<file path="config.mk">
export PLATFORM = sky130hd
export DESIGN_NAME = wfm_bus_master
export DESIGN_NICKNAME = d
export VERILOG_FILES = /design/src/rtl/wfm_pkg.sv /design/src/rtl/wfm_step_table.sv /design/src/rtl/wfm_ready_cmp.sv /design/src/rtl/wfm_sequencer.sv /design/src/rtl/wfm_data_path.sv /design/src/rtl/wfm_bus_master.sv
export SDC_FILE = /design/constraint.sdc
export NUM_CORES = 1
export LEC_CHECK = 0
export BUFFER_PORTS_ARGS = -buffer_cell sky130_fd_sc_hd__buf_2
export CORE_AREA = 2 2 163 204
export DETAILED_ROUTE_END_ITERATION = 8
export DIE_AREA = 0 0 165 206
export PLACE_DENSITY = 0.75
export SLEW_MARGIN = 40
export SYNTH_ARGS = -nofsm -noshare
export SYNTH_HDL_FRONTEND = slang
export SYNTH_SLANG_ARGS = --single-unit
</file>
<file path="constraint.sdc">
create_clock -name clk -period 5.6 [get_ports clk]
set_input_delay 0 -clock clk [delete_from_list [all_inputs] [get_ports clk]]
set_output_delay 0 -clock clk [all_outputs]
set_load 0.01 [all_outputs]
</file>
<file path="src/rtl/wfm_pkg.sv">
package wfm_pkg;

    localparam int SIG_W  = 6;
    localparam int HOLD_W = 8;

    typedef enum logic {
        OP_DRIVE = 1'b0,
        OP_WAIT  = 1'b1
    } op_e;

    // Step word, LSB first: op, ctl, mask, match, xfer, dir, last, hold
    typedef struct packed {
        logic [HOLD_W-1:0] hold;
        logic              last;
        logic              dir;
        logic              xfer;
        logic [SIG_W-1:0]  match;
        logic [SIG_W-1:0]  mask;
        logic [SIG_W-1:0]  ctl;
        op_e               op;
    } step_t;

    localparam int STEP_W = $bits(step_t);

endpackage

</file>
<file path="src/rtl/wfm_step_table.sv">
module wfm_step_table
    import wfm_pkg::*;
#(
    parameter  int DEPTH = 8,
    localparam int AW    = $clog2(DEPTH)
) (
    input  logic          clk,
    input  logic          rst_n,
    input  logic          we,
    input  logic [AW-1:0] waddr,
    input  step_t         wdata,
    input  logic [AW-1:0] raddr,
    output step_t         rdata
);

    step_t view [DEPTH];

    for (genvar g = 0; g < DEPTH; g++) begin : g_ent
        step_t ent_d;
        step_t ent_q;

        always_comb begin
            ent_d = ent_q;
            if (we && (waddr == AW'(g))) begin
                ent_d = wdata;
            end
        end

        always_ff @(posedge clk or negedge rst_n) begin
            if (!rst_n) begin
                ent_q <= '0;
            end else begin
                ent_q <= ent_d;
            end
        end

        assign view[g] = ent_q;
    end

    assign rdata = view[raddr];

endmodule

</file>
<file path="src/rtl/wfm_ready_cmp.sv">
module wfm_ready_cmp #(
    parameter int W = 6
) (
    input  logic [W-1:0] rdy,
    input  logic [W-1:0] mask,
    input  logic [W-1:0] match,
    output logic         hit
);

    logic [W-1:0] miss;

    for (genvar g = 0; g < W; g++) begin : g_bit
        assign miss[g] = mask[g] & (rdy[g] ^ match[g]);
    end

    assign hit = ~|miss;

endmodule

</file>
<file path="src/rtl/wfm_sequencer.sv">
module wfm_sequencer
    import wfm_pkg::*;
#(
    parameter  int NUM_STEPS = 8,
    parameter  int TO_W      = 16,
    localparam int PC_W      = $clog2(NUM_STEPS)
) (
    input  logic              clk,
    input  logic              rst_n,
    input  logic              start,
    input  logic [SIG_W-1:0]  addr_start,
    input  logic              auto_inc,
    input  logic [TO_W-1:0]   to_limit,
    input  op_e               op,
    input  logic [SIG_W-1:0]  ctl,
    input  logic [HOLD_W-1:0] hold,
    input  logic              last,
    input  logic              xfer,
    input  logic              rdy_hit,
    output logic [PC_W-1:0]   pc,
    output logic              busy,
    output logic              done,
    output logic              err,
    output logic [SIG_W-1:0]  ctl_o,
    output logic [SIG_W-1:0]  adr_o,
    output logic              advance
);

    localparam int            CNT_W   = (TO_W > HOLD_W) ? TO_W : HOLD_W;
    localparam logic [PC_W-1:0] LAST_PC = PC_W'(NUM_STEPS - 1);

    typedef enum logic { ST_IDLE = 1'b0, ST_EXEC = 1'b1 } st_e;

    typedef struct packed {
        st_e              st;
        logic [PC_W-1:0]  pc;
        logic [CNT_W-1:0] cnt;
        logic             done;
        logic             err;
        logic [SIG_W-1:0] ctl;
        logic [SIG_W-1:0] adr;
    } seq_t;

    seq_t q, n;

    logic [TO_W-1:0] lim_m1;
    logic            to_on;
    logic            step_end;
    logic            abort;

    assign lim_m1 = to_limit - TO_W'(1);
    assign to_on  = (to_limit != '0);

    always_comb begin
        n        = q;
        n.done   = 1'b0;
        ctl_o    = q.ctl;
        advance  = 1'b0;
        step_end = 1'b0;
        abort    = 1'b0;
        case (q.st)
            ST_IDLE: begin
                if (start) begin
                    n.st  = ST_EXEC;
                    n.pc  = '0;
                    n.cnt = '0;
                    n.err = 1'b0;
                    n.adr = addr_start;
                end
            end
            ST_EXEC: begin
                if (op == OP_DRIVE) begin
                    ctl_o    = ctl;
                    n.ctl    = ctl;
                    step_end = (q.cnt == CNT_W'(hold));
                end else begin
                    step_end = rdy_hit;
                    abort    = !rdy_hit && to_on && (q.cnt == CNT_W'(lim_m1));
                end
                if (step_end) begin
                    advance = 1'b1;
                    n.cnt   = '0;
                    if (xfer && auto_inc) begin
                        n.adr = q.adr + SIG_W'(1);
                    end
                    if (last || (q.pc == LAST_PC)) begin
                        n.st   = ST_IDLE;
                        n.done = 1'b1;
                    end else begin
                        n.pc = q.pc + PC_W'(1);
                    end
                end else if (abort) begin
                    n.st   = ST_IDLE;
                    n.err  = 1'b1;
                    n.done = 1'b1;
                    n.cnt  = '0;
                end else begin
                    n.cnt = q.cnt + CNT_W'(1);
                end
            end
            default: n.st = ST_IDLE;
        endcase
    end

    always_ff @(posedge clk or negedge rst_n) begin
        if (!rst_n) begin
            q <= '0;
        end else begin
            q <= n;
        end
    end

    assign pc    = q.pc;
    assign busy  = (q.st == ST_EXEC);
    assign done  = q.done;
    assign err   = q.err;
    assign adr_o = q.adr;

    assert_start_idle_R2: assert property (@(posedge clk) disable iff (!rst_n)
        (!busy && start) |=> (busy && pc == '0));

    assert_ctl_wait_R3: assert property (@(posedge clk) disable iff (!rst_n)
        (busy && op == OP_WAIT) |-> $stable(ctl_o));

    assert_wait_holds_R4: assert property (@(posedge clk) disable iff (!rst_n)
        (busy && op == OP_WAIT && !rdy_hit) |=> $stable(pc));

    assert_err_idle_R5: assert property (@(posedge clk) disable iff (!rst_n)
        err |-> !busy);

    assert_done_pulse_R6: assert property (@(posedge clk) disable iff (!rst_n)
        done |=> !done);

    assert_adr_stable_R7: assert property (@(posedge clk) disable iff (!rst_n)
        (!(busy && advance && xfer) && !(!busy && start)) |=> $stable(adr_o));

endmodule

</file>
<file path="src/rtl/wfm_data_path.sv">
module wfm_data_path #(
    parameter int DATA_W = 16
) (
    input  logic              clk,
    input  logic              rst_n,
    input  logic              wide,
    input  logic              busy,
    input  logic              advance,
    input  logic              xfer,
    input  logic              dir,
    input  logic [DATA_W-1:0] wr_data,
    input  logic [DATA_W-1:0] bus_din,
    output logic              bus_oe,
    output logic [DATA_W-1:0] bus_dout,
    output logic [DATA_W-1:0] rd_data,
    output logic              rd_valid
);

    typedef struct packed {
        logic [DATA_W-1:0] data;
        logic              valid;
    } cap_t;

    cap_t q, n;
    logic [DATA_W-1:0] lane_mask;

    always_comb begin
        lane_mask = '1;
        if (!wide) begin
            lane_mask = DATA_W'(8'hFF);
        end
        n       = q;
        n.valid = 1'b0;
        if (busy && advance && xfer && !dir) begin
            n.data  = bus_din & lane_mask;
            n.valid = 1'b1;
        end
        bus_oe   = busy && xfer && dir;
        bus_dout = bus_oe ? (wr_data & lane_mask) : '0;
    end

    always_ff @(posedge clk or negedge rst_n) begin
        if (!rst_n) begin
            q <= '0;
        end else begin
            q <= n;
        end
    end

    assign rd_data  = q.data;
    assign rd_valid = q.valid;

    assert_rdv_after_exec_R9: assert property (@(posedge clk) disable iff (!rst_n)
        rd_valid |-> $past(busy));

endmodule

</file>
<file path="src/rtl/wfm_bus_master.sv">
module wfm_bus_master
    import wfm_pkg::*;
#(
    parameter  int NUM_STEPS = 8,
    parameter  int DATA_W    = 16,
    parameter  int TO_W      = 16,
    localparam int PC_W      = $clog2(NUM_STEPS)
) (
    input  logic              clk,
    input  logic              rst_n,
    input  logic              tbl_we,
    input  logic [PC_W-1:0]   tbl_addr,
    input  logic [STEP_W-1:0] tbl_wdata,
    input  logic              start,
    input  logic [TO_W-1:0]   timeout_limit,
    input  logic [SIG_W-1:0]  addr_start,
    input  logic              auto_inc,
    input  logic              wide,
    input  logic [DATA_W-1:0] wr_data,
    input  logic [SIG_W-1:0]  rdy_i,
    input  logic [DATA_W-1:0] bus_din,
    output logic [SIG_W-1:0]  ctl_o,
    output logic [SIG_W-1:0]  adr_o,
    output logic [DATA_W-1:0] bus_dout,
    output logic              bus_oe,
    output logic [DATA_W-1:0] rd_data,
    output logic              rd_valid,
    output logic              busy,
    output logic              done,
    output logic              timeout_err
);

    step_t           cur;
    logic [PC_W-1:0] pc;
    logic            rdy_hit;
    logic            advance;

    wfm_step_table #(.DEPTH(NUM_STEPS)) u_table (
        .clk   (clk),
        .rst_n (rst_n),
        .we    (tbl_we),
        .waddr (tbl_addr),
        .wdata (tbl_wdata),
        .raddr (pc),
        .rdata (cur)
    );

    wfm_ready_cmp #(.W(SIG_W)) u_cmp (
        .rdy   (rdy_i),
        .mask  (cur.mask),
        .match (cur.match),
        .hit   (rdy_hit)
    );

    wfm_sequencer #(.NUM_STEPS(NUM_STEPS), .TO_W(TO_W)) u_seq (
        .clk        (clk),
        .rst_n      (rst_n),
        .start      (start),
        .addr_start (addr_start),
        .auto_inc   (auto_inc),
        .to_limit   (timeout_limit),
        .op         (cur.op),
        .ctl        (cur.ctl),
        .hold       (cur.hold),
        .last       (cur.last),
        .xfer       (cur.xfer),
        .rdy_hit    (rdy_hit),
        .pc         (pc),
        .busy       (busy),
        .done       (done),
        .err        (timeout_err),
        .ctl_o      (ctl_o),
        .adr_o      (adr_o),
        .advance    (advance)
    );

    wfm_data_path #(.DATA_W(DATA_W)) u_dp (
        .clk      (clk),
        .rst_n    (rst_n),
        .wide     (wide),
        .busy     (busy),
        .advance  (advance),
        .xfer     (cur.xfer),
        .dir      (cur.dir),
        .wr_data  (wr_data),
        .bus_din  (bus_din),
        .bus_oe   (bus_oe),
        .bus_dout (bus_dout),
        .rd_data  (rd_data),
        .rd_valid (rd_valid)
    );

endmodule

</file>
==> impl_metrics.prom <==
# TYPE chip_impl_metric gauge
chip_impl_metric{name="ctsResizeCount",unit=""} 0
chip_impl_metric{name="slew_violations",unit=""} 0
chip_impl_metric{name="route.antenna.remaining_nets",unit=""} 0
chip_impl_metric{name="detailedRoute.firstPassIterationCount",unit=""} 5
chip_impl_metric{name="netSwitchingFraction",unit=""} 0.320
chip_impl_metric{name="first_pass_grt_wire_length",unit="um"} 51900
chip_impl_metric{name="totalNegativeSetupSlack",unit="ns"} 0
chip_impl_info{name="largest_family_of_logic_cells_by_synthesized_area",value="multiplexers"} 1
chip_impl_metric{name="worst_ir_drop_vdd",unit="V"} 0.000268
chip_impl_info{name="worst_hold_startpoint",value="auto_inc"} 1
chip_impl_metric{name="finalCritPeriodShare",unit=""} 0.694
chip_impl_metric{name="drc_violation_count_after_routing",unit=""} 0
chip_impl_metric{name="finish.utilization",unit=""} 0.522
chip_impl_metric{name="syn_to_final_growth",unit="%"} 18.5
chip_impl_metric{name="postSynthAreaPerCell",unit="um2"} 13.1
chip_impl_metric{name="synth_simple_gate_area_share",unit=""} 0.0798
chip_impl_metric{name="worst_skew_pair.late_latency",unit="ns"} 0.54
chip_impl_metric{name="diodes",unit=""} 0
chip_impl_metric{name="final.hold.worst_slack",unit="ns"} 0.0201
chip_impl_metric{name="design.portCount",unit=""} 148
chip_impl_metric{name="ff2ff_path_depth",unit=""} 8
chip_impl_metric{name="first_global_vias",unit=""} 9742
chip_impl_metric{name="grt_start_max_net_pins",unit=""} 152
chip_impl_metric{name="worst_clock_skew",unit="ns"} 0.0223
chip_impl_metric{name="comb_power_share",unit=""} 0.324
chip_impl_metric{name="critical_path.max_stage_delay",unit="ns"} 0.84
chip_impl_metric{name="final_period_minus_worst_setup_slack",unit="ns"} 3.88
chip_impl_metric{name="synth_cell_types",unit=""} 71
chip_impl_metric{name="synth.cell_area",unit="mm2"} 0.0142
chip_impl_info{name="most_frequent_cell_after_synthesis",value="dfrtp_1"} 1
chip_impl_metric{name="global_route.overflow_total",unit=""} 0
chip_impl_info{name="synth_commonest_cells",value="dfrtp_1, mux2_2, mux2i_1"} 1
chip_impl_metric{name="worst_hold_path.num_cells",unit=""} 3
chip_impl_metric{name="yosys_register_bits",unit=""} 291
chip_impl_metric{name="detail_route.wirelength",unit="um"} 32700
chip_impl_metric{name="route.vias.total",unit=""} 9466
chip_impl_metric{name="syn-num-nets",unit=""} 1194
chip_impl_metric{name="power.share.clock",unit=""} 0.254
chip_impl_metric{name="tritoncts_sinks",unit=""} 291
chip_impl_metric{name="largest_fanout_on_the_critical_path",unit=""} 26
chip_impl_info{name="timing.critical_path.cells",value="buf_4 -> mux2i_1 -> a221oi_1 -> a21boi_1 -> o211a_1 -> mux2i_1 -> nor4_1 -> dlygate4sd3_1"} 1
chip_impl_metric{name="gp_congestion",unit=""} 0.836
chip_impl_metric{name="critPathArrivalTime",unit="ns"} 4.36
chip_impl_metric{name="power.switching",unit="uW"} 2310
chip_impl_metric{name="internal_power",unit="uW"} 4900
chip_impl_metric{name="dp.final_hpwl",unit="um"} 20700
chip_impl_metric{name="detailedRoute.firstIterationViolations",unit=""} 478
chip_impl_info{name="regToRegStartpoint",value="u_seq.pc[2]"} 1
chip_impl_metric{name="leakagePower",unit="uW"} 0.00747
chip_impl_metric{name="number_of_synthesis_warnings",unit=""} 0
chip_impl_metric{name="synth_async_sr_flop_share",unit=""} 1.00
chip_impl_info{name="cpMostUsedCell",value="mux2i_1"} 1
chip_impl_info{name="hold-path-endpoint",value="u_seq.adr_o[2]"} 1
chip_impl_metric{name="share_of_the_synthesized_area_in_compound_gates_ao_oa_aoi_oai",unit=""} 0.0466
chip_impl_metric{name="synth_seq_area_share",unit=""} 0.511
chip_impl_metric{name="synth_cells",unit=""} 1089
chip_impl_metric{name="routed_wire_length_per_instance",unit="um"} 19.1
chip_impl_metric{name="core_ar",unit="mm2"} 0.0323
chip_impl_metric{name="fp.dieH",unit="um"} 206
chip_impl_info{name="netlist_top_cells_area",value="dfrtp_1, mux2_2, mux4_2, mux2i_1, xor2_1"} 1
chip_impl_metric{name="clkTransAtPathRegs",unit="ns"} 0.06
chip_impl_info{name="hold_path_class",value="primary input to register"} 1
chip_impl_metric{name="max_clock_freq",unit="MHz"} 257
chip_impl_metric{name="post_route_cells_drive_above_1_share",unit=""} 0.396
chip_impl_metric{name="initial_utilization",unit=""} 0.441
chip_impl_info{name="status",value="finished clean"} 1
chip_impl_metric{name="synth-edff-count",unit=""} 0
chip_impl_metric{name="cts_inserted_buffers",unit=""} 29
chip_impl_metric{name="final_nets",unit=""} 1378
chip_impl_info{name="tritoncts_clock_tree",value="yes"} 1
chip_impl_info{name="synth_top_flop_cell",value="dfrtp_1"} 1
chip_impl_metric{name="chipWidth",unit="um"} 165
chip_impl_info{name="slowest_stage",value="dfrtp_2"} 1
chip_impl_metric{name="die-area",unit="mm2"} 0.0340
chip_impl_info{name="biggest_area_consumer_among_synthesized_cells",value="dfrtp_1"} 1
chip_impl_metric{name="cts.htree.levels",unit=""} 1
chip_impl_metric{name="synth_fa_ha_area_frac",unit=""} 0.00527
chip_impl_metric{name="routed_via_density",unit=""} 5.54
chip_impl_metric{name="post_synth_mux_area_share",unit=""} 0.287
chip_impl_metric{name="p_seq_frac",unit=""} 0.422
chip_impl_metric{name="setup.reg_to_reg.worst_slack",unit="ns"} 1.72
chip_impl_metric{name="timing.final.hold_violations",unit=""} 0
chip_impl_metric{name="yosys.area.top_type_share",unit=""} 0.511
chip_impl_info{name="cts_root_buf",value="clkbuf_16"} 1
chip_impl_metric{name="rows",unit=""} 74
chip_impl_metric{name="max-slew-margin-rel",unit=""} 0.467
chip_impl_metric{name="p_per_area",unit="mW/mm2"} 427
chip_impl_metric{name="setup_viol",unit=""} 0
chip_impl_metric{name="max_cap_violations",unit=""} 0
chip_impl_metric{name="worst_pin_slew",unit="ns"} 0.795
chip_impl_info{name="grt_setup_unrepaired",value="no"} 1
chip_impl_info{name="cp-end-kind",value="register"} 1
chip_impl_info{name="rr_endpoint",value="u_seq.adr_o[5]"} 1
chip_impl_metric{name="clock_tree_buffer_depth",unit=""} 3
chip_impl_metric{name="grt.total_usage",unit=""} 0.193
chip_impl_metric{name="post_synth_xor_area_fraction",unit=""} 0.0375
chip_impl_info{name="setup.worst_path.start_class",value="register"} 1
chip_impl_metric{name="worst_ep_required_time",unit="ns"} 6.07
chip_impl_info{name="critPathKind",value="register to register"} 1
chip_impl_metric{name="buffer_ports.inserted",unit=""} 147
chip_impl_metric{name="antenna_violations_before_repair",unit=""} 0
cell usage in the layout (no fill, tap or decap), types with 8 or more instances in the layout:
cell,synthesis,layout
a221oi_1,9,9
mux4_2,28,28
xor2_1,40,40
a21oi_1,15,15
nor2_1,24,23
clkbuf_1,34,8
buf_4,18,13
and3_1,16,16
buf_2,6,146
mux2i_1,58,58
nand3_1,31,31
and2_1,10,10
o21ai_0,21,21
clkbuf_16,0,29
dlygate4sd3_1,0,63
xnor2_1,21,21
nor3_1,14,11
mux2_2,255,255
nand2_1,42,42
dfrtp_1,291,287
inv_1,25,25
sequential cells by signal, indices dropped and copies added, names as in the netlist:
signal and count:
u_seq.q 22, u_seq.adr_o 6, u_seq.pc 3, u_seq.busy 1
u_dp.rd_data 16, u_table.g_ent.ent_q 240, u_seq.done 1, u_seq.err 1
u_dp.rd_valid 1
through the flow:
stage,std cells,cell area [um2],power [uW],setup WS [ns]
after floorplan,1089,14200,4750,2.61
after global placement,1595,15300,5260,1.64
after detailed placement,1596,15300,5360,1.85
after CTS,1709,16900,7250,1.73
after global routing,1710,16900,7640,1.51
final,1710,16900,7210,1.72
power by group through the flow:
stage | combinational (uW) | sequential, uW | clock (uW)
finish | 2330 | 3040 | 1830
global route | 2560 | 3110 | 1970
CTS | 2340 | 3040 | 1870
detailed placement | 2290 | 3070 | 0
global placement | 2220 | 3040 | 0
floorplan | 1860 | 2880 | 0
area by class of cell:
cell class,count,area (um2)
sequential,291,7290
fill,2722,15400
clock inverter,8,70.1
tap,418,523
timing repair buffer,226,1550
clock buffer,42,825
inverter,25,93.8
multi-input combinational,700,6530
worst max-delay path by stage:
stage                                 end        start  slack [ns]
after floorplan           u_dp.rd_data[7]  u_seq.pc[1]        2.61
after global placement    u_dp.rd_data[1]  u_seq.pc[1]        1.64
after detailed placement  u_dp.rd_data[1]  u_seq.pc[2]        1.85
after CTS                  u_seq.adr_o[5]  u_seq.pc[2]        1.73
after global routing       u_seq.adr_o[5]  u_seq.pc[2]        1.51
final                      u_seq.adr_o[5]  u_seq.pc[2]        1.72
timing repair:
action	CTS	global route
hold endpoints to repair	408	0
hold buffers	63	0
setup buffers	0	0
critical path: cells and delay by family, from the launching register on:
family                 cells  cell delay, ns
flip-flops                 1            0.84
buffers and inverters      2            1.00
AO/OA/AOI/OAI              3            1.49
AND/OR/NAND/NOR            1            0.24
multiplexers               2            0.24
logic make-up (layout without fill, tap and decap cells):
family	after synthesis	in the layout
buffers and inverters	98	301
adders and majority gates	6	6
muxes	342	342
AOI/OAI and AO/OA	93	93
and+or+nand+nor	198	198
xor gates and xnor gates	61	61
DFF	291	291
per-layer routing:
| metal | global-route usage | up-vias | routed length [um] |
|---|---|---|---|
| met5 | 0 | - | 0 |
| met4 | 0.0394 | 0 | 499 |
| met3 | 0.0219 | 44 | 1070 |
| met2 | 0.340 | 175 | 16700 |
| met1 | 0.256 | 4904 | 14400 |
| li1 | - | 4343 | - |
No activity file was read; power rests on OpenSTA's default activity.
